## src/rtl/cfi_probe_pkg.sv

```systemverilog
package cfi_probe_pkg;

    typedef enum logic [2:0] {
        S_IDLE, S_CMD, S_READ, S_EXIT, S_STEP, S_DONE
    } probe_state_t;

    typedef enum logic [1:0] {
        C_IDLE, C_SETUP, C_STROBE, C_HOLD
    } cyc_state_t;

    localparam logic [7:0] CMD_QUERY = 8'h98;
    localparam logic [7:0] CMD_EXIT  = 8'hFF;
    localparam logic [7:0] QRY_WADDR = 8'h55;
    localparam logic [7:0] RGN_BASE  = 8'h2D;

    localparam logic [2:0] STEP_COUNT  = 3'd6;
    localparam logic [2:0] STEP_REGION = 3'd7;

    function automatic logic [7:0] fixed_offset(input logic [2:0] step);
        unique case (step)
            3'd0:    return 8'h10;
            3'd1:    return 8'h11;
            3'd2:    return 8'h12;
            3'd3:    return 8'h13;
            3'd4:    return 8'h27;
            3'd5:    return 8'h2A;
            default: return 8'h2C;
        endcase
    endfunction

    function automatic logic [7:0] sig_char(input logic [2:0] step);
        unique case (step)
            3'd0:    return 8'h51;
            3'd1:    return 8'h52;
            default: return 8'h59;
        endcase
    endfunction

endpackage

```

## src/rtl/cfi_bus_cycler.sv

```systemverilog
module cfi_bus_cycler
    import cfi_probe_pkg::*;
#(
    parameter int ADDR_W = 8,
    parameter int WAIT_W = 4
) (
    input  logic              clk,
    input  logic              rst_n,
    input  logic              go,
    input  logic              is_read,
    input  logic [ADDR_W-1:0] req_addr,
    input  logic [7:0]        req_wdata,
    input  logic [WAIT_W-1:0] wait_cycles,
    output logic              ack,
    output logic [7:0]        rdata,
    output logic [ADDR_W-1:0] bus_addr,
    output logic [7:0]        bus_wdata,
    input  logic [7:0]        bus_rdata,
    output logic              bus_wr,
    output logic              bus_rd
);

    cyc_state_t        st;
    logic [WAIT_W-1:0] cnt;
    logic              rd_op;

    always_ff @(posedge clk or negedge rst_n) begin
        if (!rst_n) begin
            st        <= C_IDLE;
            cnt       <= '0;
            rd_op     <= 1'b0;
            bus_addr  <= '0;
            bus_wdata <= '0;
            rdata     <= '0;
        end else begin
            unique case (st)
                C_IDLE: if (go) begin
                    bus_addr  <= req_addr;
                    bus_wdata <= req_wdata;
                    rd_op     <= is_read;
                    cnt       <= wait_cycles;
                    st        <= C_SETUP;
                end
                C_SETUP: if (cnt == '0) begin
                    cnt <= wait_cycles;
                    st  <= C_STROBE;
                end else cnt <= cnt - 1'b1;
                C_STROBE: if (cnt == '0) begin
                    if (rd_op) rdata <= bus_rdata;
                    cnt <= wait_cycles;
                    st  <= C_HOLD;
                end else cnt <= cnt - 1'b1;
                C_HOLD: if (cnt == '0) st <= C_IDLE;
                        else cnt <= cnt - 1'b1;
                default: st <= C_IDLE;
            endcase
        end
    end

    always_comb begin
        bus_rd = (st == C_STROBE) &&  rd_op;
        bus_wr = (st == C_STROBE) && !rd_op;
        ack    = (st == C_HOLD) && (cnt == '0);
    end

    p_rw_excl_r2: assert property (@(posedge clk) disable iff (!rst_n)
        !(bus_rd && bus_wr));

    p_addr_hold_r2: assert property (@(posedge clk) disable iff (!rst_n)
        ((bus_rd || bus_wr) && $past(bus_rd || bus_wr)) |->
            ($stable(bus_addr) && $stable(bus_wdata)));

endmodule

```

## src/rtl/cfi_region_calc.sv

```systemverilog
module cfi_region_calc #(
    parameter int BS_W = 24,
    parameter int BC_W = 17,
    parameter int RA_W = 44
) (
    input  logic [31:0]     desc,
    input  logic [RA_W-1:0] base,
    output logic [BS_W-1:0] blk_size,
    output logic [BC_W-1:0] blk_count,
    output logic [RA_W-1:0] end_addr
);
    localparam int PROD_W = BS_W + BC_W;

    logic [PROD_W-1:0] span;

    always_comb begin
        blk_size  = BS_W'({desc[31:16], 8'h00});
        blk_count = BC_W'({1'b0, desc[15:0]}) + 1'b1;
        span      = PROD_W'(blk_size) * PROD_W'(blk_count);
        end_addr  = base + RA_W'(span);
    end
endmodule

```

## src/rtl/cfi_geom_probe.sv

```systemverilog
module cfi_geom_probe
    import cfi_probe_pkg::*;
#(
    parameter int ADDR_W = 8,
    parameter int WAIT_W = 4,
    parameter int NREG   = 4,
    parameter int SIZE_W = 32,
    parameter int RA_W   = 44,
    parameter int BS_W   = 24,
    parameter int BC_W   = 17,
    localparam int CNT_W = $clog2(NREG + 1)
) (
    input  logic                   clk,
    input  logic                   rst_n,
    input  logic                   start,
    input  logic [WAIT_W-1:0]      wait_cycles,
    output logic                   done,
    output logic                   geom_valid,
    output logic                   query_fail,
    output logic [7:0]             cmdset_id,
    output logic [SIZE_W-1:0]      dev_size,
    output logic [SIZE_W-1:0]      wbuf_size,
    output logic [CNT_W-1:0]       region_count,
    output logic [NREG*BS_W-1:0]   rgn_blk_size,
    output logic [NREG*BC_W-1:0]   rgn_blk_count,
    output logic [NREG*RA_W-1:0]   rgn_start,
    output logic [NREG*RA_W-1:0]   rgn_end,
    output logic [ADDR_W-1:0]      flash_addr,
    output logic [7:0]             flash_wdata,
    input  logic [7:0]             flash_rdata,
    output logic                   flash_wr,
    output logic                   flash_rd
);
    localparam int RI_W = (NREG > 1) ? $clog2(NREG) : 1;

    probe_state_t st, st_nx;
    logic [2:0]      step;
    logic [RI_W-1:0] ri;
    logic [1:0]      bi;
    logic [23:0]     desc_lo;
    logic [RA_W-1:0] base_q;
    logic            acc_busy;

    logic            go, ack;
    logic [7:0]      rbyte;
    logic [7:0]      off;
    logic [CNT_W-1:0] nr_clamp;
    logic            fail_now, end_now;

    logic [BS_W-1:0] c_bs;
    logic [BC_W-1:0] c_bc;
    logic [RA_W-1:0] c_end;

    logic [BS_W-1:0] t_bs  [NREG];
    logic [BC_W-1:0] t_bc  [NREG];
    logic [RA_W-1:0] t_st  [NREG];
    logic [RA_W-1:0] t_en  [NREG];

    cfi_bus_cycler #(.ADDR_W(ADDR_W), .WAIT_W(WAIT_W)) i_cycler (
        .clk(clk), .rst_n(rst_n), .go(go), .is_read(st == S_READ),
        .req_addr(st == S_READ ? ADDR_W'(off) : ADDR_W'(QRY_WADDR)),
        .req_wdata(st == S_CMD ? CMD_QUERY : CMD_EXIT),
        .wait_cycles(wait_cycles), .ack(ack), .rdata(rbyte),
        .bus_addr(flash_addr), .bus_wdata(flash_wdata), .bus_rdata(flash_rdata),
        .bus_wr(flash_wr), .bus_rd(flash_rd)
    );

    cfi_region_calc #(.BS_W(BS_W), .BC_W(BC_W), .RA_W(RA_W)) i_calc (
        .desc({rbyte, desc_lo}), .base(base_q),
        .blk_size(c_bs), .blk_count(c_bc), .end_addr(c_end)
    );

    always_comb begin
        off      = (step == STEP_REGION) ? (RGN_BASE + (8'(ri) << 2) + 8'(bi))
                                         : fixed_offset(step);
        nr_clamp = (rbyte > 8'(NREG)) ? CNT_W'(NREG) : CNT_W'(rbyte);
        fail_now = (step < 3'd3) && (rbyte != sig_char(step));
        end_now  = ((step == STEP_COUNT) && (nr_clamp == '0)) ||
                   ((step == STEP_REGION) && (bi == 2'd3) &&
                    ((CNT_W'(ri) + 1'b1) == region_count));
        go       = ((st == S_CMD) || (st == S_READ) || (st == S_EXIT)) && !acc_busy;
        done     = (st == S_DONE);
    end

    // state register
    always_ff @(posedge clk or negedge rst_n) begin
        if (!rst_n) st <= S_IDLE;
        else        st <= st_nx;
    end

    always_comb begin
        st_nx = st;
        unique case (st)
            S_IDLE:  if (start) st_nx = S_CMD;
            S_CMD:   if (ack) st_nx = S_READ;
            S_READ:  if (ack) st_nx = S_EXIT;
            S_EXIT:  if (ack) st_nx = S_STEP;
            S_STEP:  st_nx = (fail_now || end_now) ? S_DONE : S_CMD;
            S_DONE:  st_nx = S_IDLE;
            default: st_nx = S_IDLE;
        endcase
    end

    // outputs and datapath
    always_ff @(posedge clk or negedge rst_n) begin
        if (!rst_n) begin
            acc_busy <= 1'b0; step <= '0; ri <= '0; bi <= '0;
            desc_lo <= '0; base_q <= '0;
            geom_valid <= 1'b0; query_fail <= 1'b0; cmdset_id <= '0;
            dev_size <= '0; wbuf_size <= '0; region_count <= '0;
            for (int i = 0; i < NREG; i++) begin
                t_bs[i] <= '0; t_bc[i] <= '0; t_st[i] <= '0; t_en[i] <= '0;
            end
        end else begin
            if (go)       acc_busy <= 1'b1;
            else if (ack) acc_busy <= 1'b0;
            unique case (st)
                S_IDLE: if (start) begin
                    step <= '0; ri <= '0; bi <= '0; desc_lo <= '0; base_q <= '0;
                    geom_valid <= 1'b0; query_fail <= 1'b0; cmdset_id <= '0;
                    dev_size <= '0; wbuf_size <= '0; region_count <= '0;
                    for (int i = 0; i < NREG; i++) begin
                        t_bs[i] <= '0; t_bc[i] <= '0; t_st[i] <= '0; t_en[i] <= '0;
                    end
                end
                S_STEP: begin
                    if (fail_now) begin
                        query_fail <= 1'b1;
                        cmdset_id <= '0; dev_size <= '0; wbuf_size <= '0;
                    end else begin
                        if (end_now) geom_valid <= 1'b1;
                        unique case (step)
                            3'd3: cmdset_id <= rbyte;
                            3'd4: dev_size  <= (rbyte < 8'(SIZE_W)) ? (SIZE_W'(1) << rbyte) : '0;
                            3'd5: wbuf_size <= (rbyte < 8'(SIZE_W)) ? (SIZE_W'(1) << rbyte) : '0;
                            STEP_COUNT: region_count <= nr_clamp;
                            default: ;
                        endcase
                        if (step == STEP_REGION) begin
                            if (bi != 2'd3) begin
                                desc_lo[8*bi +: 8] <= rbyte;
                                bi <= bi + 1'b1;
                            end else begin
                                t_bs[ri] <= c_bs; t_bc[ri] <= c_bc;
                                t_st[ri] <= base_q; t_en[ri] <= c_end;
                                base_q <= c_end;
                                ri <= ri + 1'b1;
                                bi <= '0;
                            end
                        end else begin
                            step <= step + 1'b1;
                        end
                    end
                end
                default: ;
            endcase
        end
    end

    for (genvar g = 0; g < NREG; g++) begin : g_flat
        assign rgn_blk_size [g*BS_W +: BS_W] = t_bs[g];
        assign rgn_blk_count[g*BC_W +: BC_W] = t_bc[g];
        assign rgn_start    [g*RA_W +: RA_W] = t_st[g];
        assign rgn_end      [g*RA_W +: RA_W] = t_en[g];
    end

    p_cmd_word_r1: assert property (@(posedge clk) disable iff (!rst_n)
        flash_wr |-> (flash_addr == ADDR_W'(QRY_WADDR)) &&
                     (flash_wdata == CMD_QUERY || flash_wdata == CMD_EXIT));

    p_flag_excl_r3: assert property (@(posedge clk) disable iff (!rst_n)
        !(geom_valid && query_fail));

    p_count_cap_r6: assert property (@(posedge clk) disable iff (!rst_n)
        region_count <= CNT_W'(NREG));

    p_done_pulse_r9: assert property (@(posedge clk) disable iff (!rst_n)
        done |=> !done);

    p_done_flag_r9: assert property (@(posedge clk) disable iff (!rst_n)
        done |-> (geom_valid || query_fail));

    p_start_clear_r9: assert property (@(posedge clk) disable iff (!rst_n)
        (start && st == S_IDLE) |=> (!geom_valid && !query_fail && region_count == '0));

endmodule

```

## config.mk

```make
export PLATFORM = sky130hd
export DESIGN_NAME = cfi_geom_probe
export DESIGN_NICKNAME = d
export VERILOG_FILES = /design/src/rtl/cfi_probe_pkg.sv /design/src/rtl/cfi_bus_cycler.sv /design/src/rtl/cfi_region_calc.sv /design/src/rtl/cfi_geom_probe.sv
export SDC_FILE = /design/constraint.sdc
export NUM_CORES = 2
export LEC_CHECK = 0
export ABC_AREA = 1
export CORE_MARGIN = 2
export CORE_UTILIZATION = 41
export DETAILED_ROUTE_END_ITERATION = 10
export DONT_BUFFER_PORTS = 1
export PLACE_DENSITY = 0.52
export SKIP_CTS_REPAIR_TIMING = 1
export SYNTH_ARGS = -nofsm -noshare
export SYNTH_HDL_FRONTEND = slang
export SYNTH_SLANG_ARGS = --single-unit
```

## constraint.sdc

```tcl
create_clock -name clk -period 16 [get_ports clk]
set_input_delay 4 -clock clk [delete_from_list [all_inputs] [get_ports clk]]
set_output_delay 4 -clock clk [all_outputs]
set_load 0.01 [all_outputs]
```

* Yosys cells after proc, flatten, opt, wreduce, memory -nomap -nowiden
Cells that the tools add are included. W data, S select, Z words.
Operators by class: muxes and demuxes 97, equal/unequal tests 39, bitwise operators 1, $add $sub $neg 10, magnitude comparators 5, reduce and logical (&&, ||, !) cells 38, $mul 1, shifts and indexed selects 3
Operators by type and width (count):
- $mux W176 | 7
- $pmux W176 S2 | 2
- $mux W96 | 4
- $bwmux W176 | 2
- $mux W68 | 4
- $mux W44 | 5
- $mux W32 | 6
- $pmux W96 S2 | 1
- $pmux W68 S2 | 1
- $pmux W32 S2 | 2
- $mux W24 | 5
- $bwmux W96 | 1
- $demux W44 S2 | 1
- $pmux W44 S2 | 1
- $bwmux W68 | 1
- $demux W24 S2 | 1
- $pmux W24 S2 | 1
- $add A44 B41 Y44 | 1
- $mux W8 | 5
- $pmux W6 S6 | 1
- $demux W17 S2 | 1
- $neg A5 Y34 | 1
- $shift A8 B34 Y24 const A | 1
- $shiftx A8 B34 Y24 | 1
- other kinds (52) | 138
Storage, ports and cells: bits in registers 703, input port bits 15, output and inout port bits 612, logic and storage cells 229

* Depth between registers and ports, before layout
depth after elaboration 10, gate-level depth with buffers 46

* Hierarchy
From an unflattened synthesis, not the netlist that was laid out.
Second synthesis, totals: cell total of the unflattened synthesis 5082, area total of the unflattened synthesis 41134.5 µm²
Modules (own cells, without submodules):
- cfi_geom_probe | cells an instance 3115, seq. area each 16816.1 µm², times used 1, area each 27402.5 µm²
- cfi_region_calc | cells an instance 1847, seq. area each 0.0 µm², times used 1, area each 12311.8 µm²
- cfi_bus_cycler | cells an instance 120, seq. area each 775.7 µm², times used 1, area each 1420.1 µm²

* Worst setup path after synthesis
Ideal clock, no wire load.
path kind reg-to-reg, from reg desc_lo[0], to reg base_q[38], buffers on the path 2, arrival 7.448 ns, slack 8.425 ns, required time 15.873 ns, stages on the path, launching flop included 41, clock period less this slack 7.575 ns, cells stage by stage dfrtp_1 > buf_2 > inv_1 > nor3_2 > nand2_1 > nor2_1 > inv_1 > nor2_1 > inv_1 > o21bai_1 > nand2_1 > inv_2 > buf_4 > nand2_1 > fa_1 > fa_1 > fa_1 > inv_1 > [5 not listed] > ha_1 > nand2_1 > nor2_1 > nand2_1 > o21ai_0 > a21oi_1 > xnor2_1 > ha_1 > nand2_1 > inv_1 > nand2_1 > nand2_1 > a21oi_1 > nor2_1 > nor2_1 > nand3b_1 > nand3_1 > o21ai_0
On the way: cells in the longest elaborated chain, start to end 7
RTL lines:
- start: declaration | RTL line cfi_geom_probe.sv:40 | logic [23:0] desc_lo;
- start signal: indexed assignment | RTL line cfi_geom_probe.sv:141 | desc_lo[8*bi +: 8] <= rbyte;
- $add A16 B1 Y17 | RTL line cfi_region_calc.sv:18 | blk_count = BC_W'({1'b0, desc[15:0]}) + 1'b1;
- $mul A16 B17 Y33 | RTL line cfi_region_calc.sv:19 | span = PROD_W'(blk_size) * PROD_W'(blk_count);
- $add A44 B41 Y44 | RTL line cfi_region_calc.sv:20 | end_addr = base + RA_W'(span);
- $mux W44 | RTL line cfi_geom_probe.sv:140 | if (bi != 2'd3) begin
- $mux W44 | RTL line cfi_geom_probe.sv:139 | if (step == STEP_REGION) begin
- $mux W44 | RTL line cfi_geom_probe.sv:127 | if (fail_now) begin
- $pmux W44 S2 | RTL line cfi_geom_probe.sv:117 | unique case (st)
- end signal: assignment | RTL line cfi_geom_probe.sv:146 | base_q <= c_end;
- end: declaration | RTL line cfi_geom_probe.sv:41 | logic [RA_W-1:0] base_q;
No other way between the ends. The select of a mux whose other input is x is not followed. A chain may end at the register's enable or synchronous reset.

* Final worst setup path
from reg desc_lo[0], to reg base_q[37]
The elaborated chain is that of the path after synthesis.

==> flow_metrics.env <==
export IMPL_synth_seq_cells=596
export IMPL_drv_slew=452
export IMPL_post_route_drc_count=0
export IMPL_synth_cells=4187
export IMPL_leakage_nw=19.14
export IMPL_finalHoldWorstSlack_ps=478.4
export IMPL_required_ps=16500
export IMPL_endpoint_kind="flip-flop"
export IMPL_vias=28140
export IMPL_cts_sinks=596
export IMPL_synth_area_um2=35360
export IMPL_die_h_um=297.7
export IMPL_holdPathStages=2
export IMPL_synth_top_cell_by_area="dfrtp_1"
export IMPL_outcome="finished with violations"
export IMPL_nets=4446
export IMPL_finalHoldViolCount=0
export IMPL_initialDrtViolationCount=2746
export IMPL_crit_buf_inv=9
export IMPL_synth_edf_count=0
export IMPL_clk_latency_ps=640
export IMPL_cts_path_max_buffers=3
export IMPL_worstSetupStartpointType="flip-flop"
export IMPL_synth_area_leaders="dfrtp_1 (42%), nand2_1 (12%), fa_1 (12%)"
export IMPL_period_share=0.6185
export IMPL_worst_r2r_setup_slack_ps=6100
export IMPL_antenna_found_initial=1
export IMPL_start_util=0.4146
export IMPL_drv_cap=0
export IMPL_wire_per_inst_um=23.93
export IMPL_num_antenna_cells=0
export IMPL_final_util=0.4487
export IMPL_tightest_slew_ps=3760
export IMPL_ys_seq_area_frac=0.4218
export IMPL_tns_ps=0
export IMPL_globalplace_congestion=0.9215
export IMPL_synth_cell_type_count=51
export IMPL_ctsRootBufferMaster="clkbuf_16"
export IMPL_netlist_area_leader_share=0.4218
export IMPL_hold_start="desc_lo[7]"
export IMPL_hold_path_class="flip-flop to flip-flop"
export IMPL_grt_max_degree=597
export IMPL_overflow=0
export IMPL_clk_pin_slew_ps=60
export IMPL_violations="max-slew violations"
export IMPL_rsz0062_at_grt="false"
export IMPL_area_growth_pct=8.216
export IMPL_cts_buffers=70
export IMPL_irDropWorstVdd_uv=82.29
export IMPL_reg2regPathDepth=39
export IMPL_whs_endpoint="desc_lo[7]"
export IMPL_min_period_ps=9896
export IMPL_grt_pass1_vias=27320
export IMPL_cts_tree="yes"
export IMPL_yosysWarnings=0
export IMPL_crit_family="adder cells"
export IMPL_rr_endpoint="base_q[37]"
export IMPL_async_flop_share=1.000
export IMPL_finalWirelength_um=125800
export IMPL_arrival_ps=10400
export IMPL_rows=107
export IMPL_crit_type="flip-flop to flip-flop"
export IMPL_core_area_um2=85280
export IMPL_die_w_um=297.7
export IMPL_grt_pass1_wl_um=188000
export IMPL_drtPass1Iterations=5
export IMPL_path_max_fanout=20
export IMPL_grtUsageTotal=0.2807
export IMPL_final_layout_size_suffix_gt1_frac=0.04666
export IMPL_pin_count=627
export IMPL_hpwl_um=91560
export IMPL_slew_headroom=-1.506
export IMPL_fmax_mhz=101.1
export IMPL_timing_rr_start="desc_lo[0]"
export IMPL_synth_top_flop_cell="dfrtp_1"
export IMPL_avgSynthCellArea_um2=8.445
export IMPL_drtAntennaViolNets=0
export IMPL_routed_via_density=5.351
export IMPL_port_buffers=0
export IMPL_skew_ps=48.13
export IMPL_setup_violations=0
export IMPL_crit_slowest_cell="dfrtp_1"
export IMPL_critPathMaxStageDelay_ps=900
export IMPL_dieArea_um2=88610
export IMPL_htree_levels=3
export IMPL_power_per_cell_area_nw_per_um2=117.4
==> how the worst max path moves through the flow <==
stage                     startpoint         end  slack, ps  cells past startpoint
after floorplan           desc_lo[0]  base_q[38]       8420                     40
after global placement    desc_lo[0]  base_q[38]       6360                     35
after detailed placement  desc_lo[0]  base_q[36]       6240                     40
after CTS                 desc_lo[0]  base_q[36]       6250                     40
after global routing      desc_lo[0]  base_q[37]       5260                     39
final                     desc_lo[0]  base_q[37]       6100                     39
==> where the power goes <==
part           internal (mW)  switching [mW]
Clock                  0.990           0.696
Sequential              1.54          0.0671
Combinational          0.234           0.962
==> worst register-to-register path: cells and delay by family (launching register included) <==
kind	cells	cell delay (ps)
adders and majority gates	8	3650
and+or+nand+nor	17	2850
buffers and inverters	9	1140
AOI/OAI and AO/OA	4	1100
DFF	1	900
xor gates and xnor gates	1	170
==> stage by stage <==
stage | instances | instance area, µm² | power [mW] | setup slack, ps
after global placement | 5131 | 35790 | 2.831 | 6362
after floorplan | 4219 | 35480 | 2.385 | 8425
after detailed placement | 5131 | 35790 | 2.829 | 6240
after global routing | 5259 | 38270 | 4.691 | 5260
after CTS | 5259 | 38270 | 4.518 | 6252
final | 5259 | 38270 | 4.492 | 6104
==> registers in the layout, indices dropped and copies added (netlist names), 4 cells and up <==
signal / cells
wbuf_size: 32
base_q: 36
rgn_start: 148
dev_size: 32
rgn_blk_count: 68
i_cycler.cnt: 4
desc_lo: 24
cmdset_id: 8
i_cycler.bus_addr: 7
i_cycler.rdata: 8
rgn_end: 144
rgn_blk_size: 64
==> synth_stat cells (12+ instances only) <==
master / number
xor2_1: 28
ha_1: 163
nand4_1: 69
buf_2: 42
a21oi_1: 89
fa_1: 209
dfrtp_1: 596
o21bai_1: 12
o21ai_0: 476
buf_4: 106
nor3_1: 24
nand3_1: 103
nor2_1: 292
inv_1: 514
xnor2_1: 19
o21ai_1: 59
clkbuf_1: 113
nand2_1: 1170
==> cell type report <==
cell class                      instances  area (µm²)
Clock inverter                         24       374.1
Multi-Input combinational cell       2824       17170
Tap cell                             1144        1431
Sequential cell                       596       14920
Timing Repair Buffer                   35       275.3
Clock buffer                          104        2100
Fill cell                            8517       47020
Inverter                              532        1997
==> metal layers <==
layer  vias up  share of wire  global-route usage
met3       160          0.068             0.04762
li1      12830              -                   -
met2      1053           0.46              0.4393
met4         0          0.026             0.07492
met5         -              0                   0
met1     14100           0.45              0.4031
==> cells by family after synthesis <==
kind of cell / after synthesis / share of synthesized area
other: 1 / 0.0001061
and+or+nand+nor: 1694 / 0.1928
AOI/OAI and AO/OA: 678 / 0.1000
xor gates and xnor gates: 47 / 0.01164
DFF: 596 / 0.4218
buffers and inverters: 799 / 0.09763
adders and majority gates: 372 / 0.1760
==> cells in the final DEF, fill, tap and decap left out, drive strengths merged, types with 89 or more instances in the layout <==
master  instances
nor2          297
dfrtp         596
o21ai         541
clkbuf        104
nand2        1176
ha            163
inv           524
a21oi          89
fa            209
nand3         104
(Power assumes the default switching activity.)
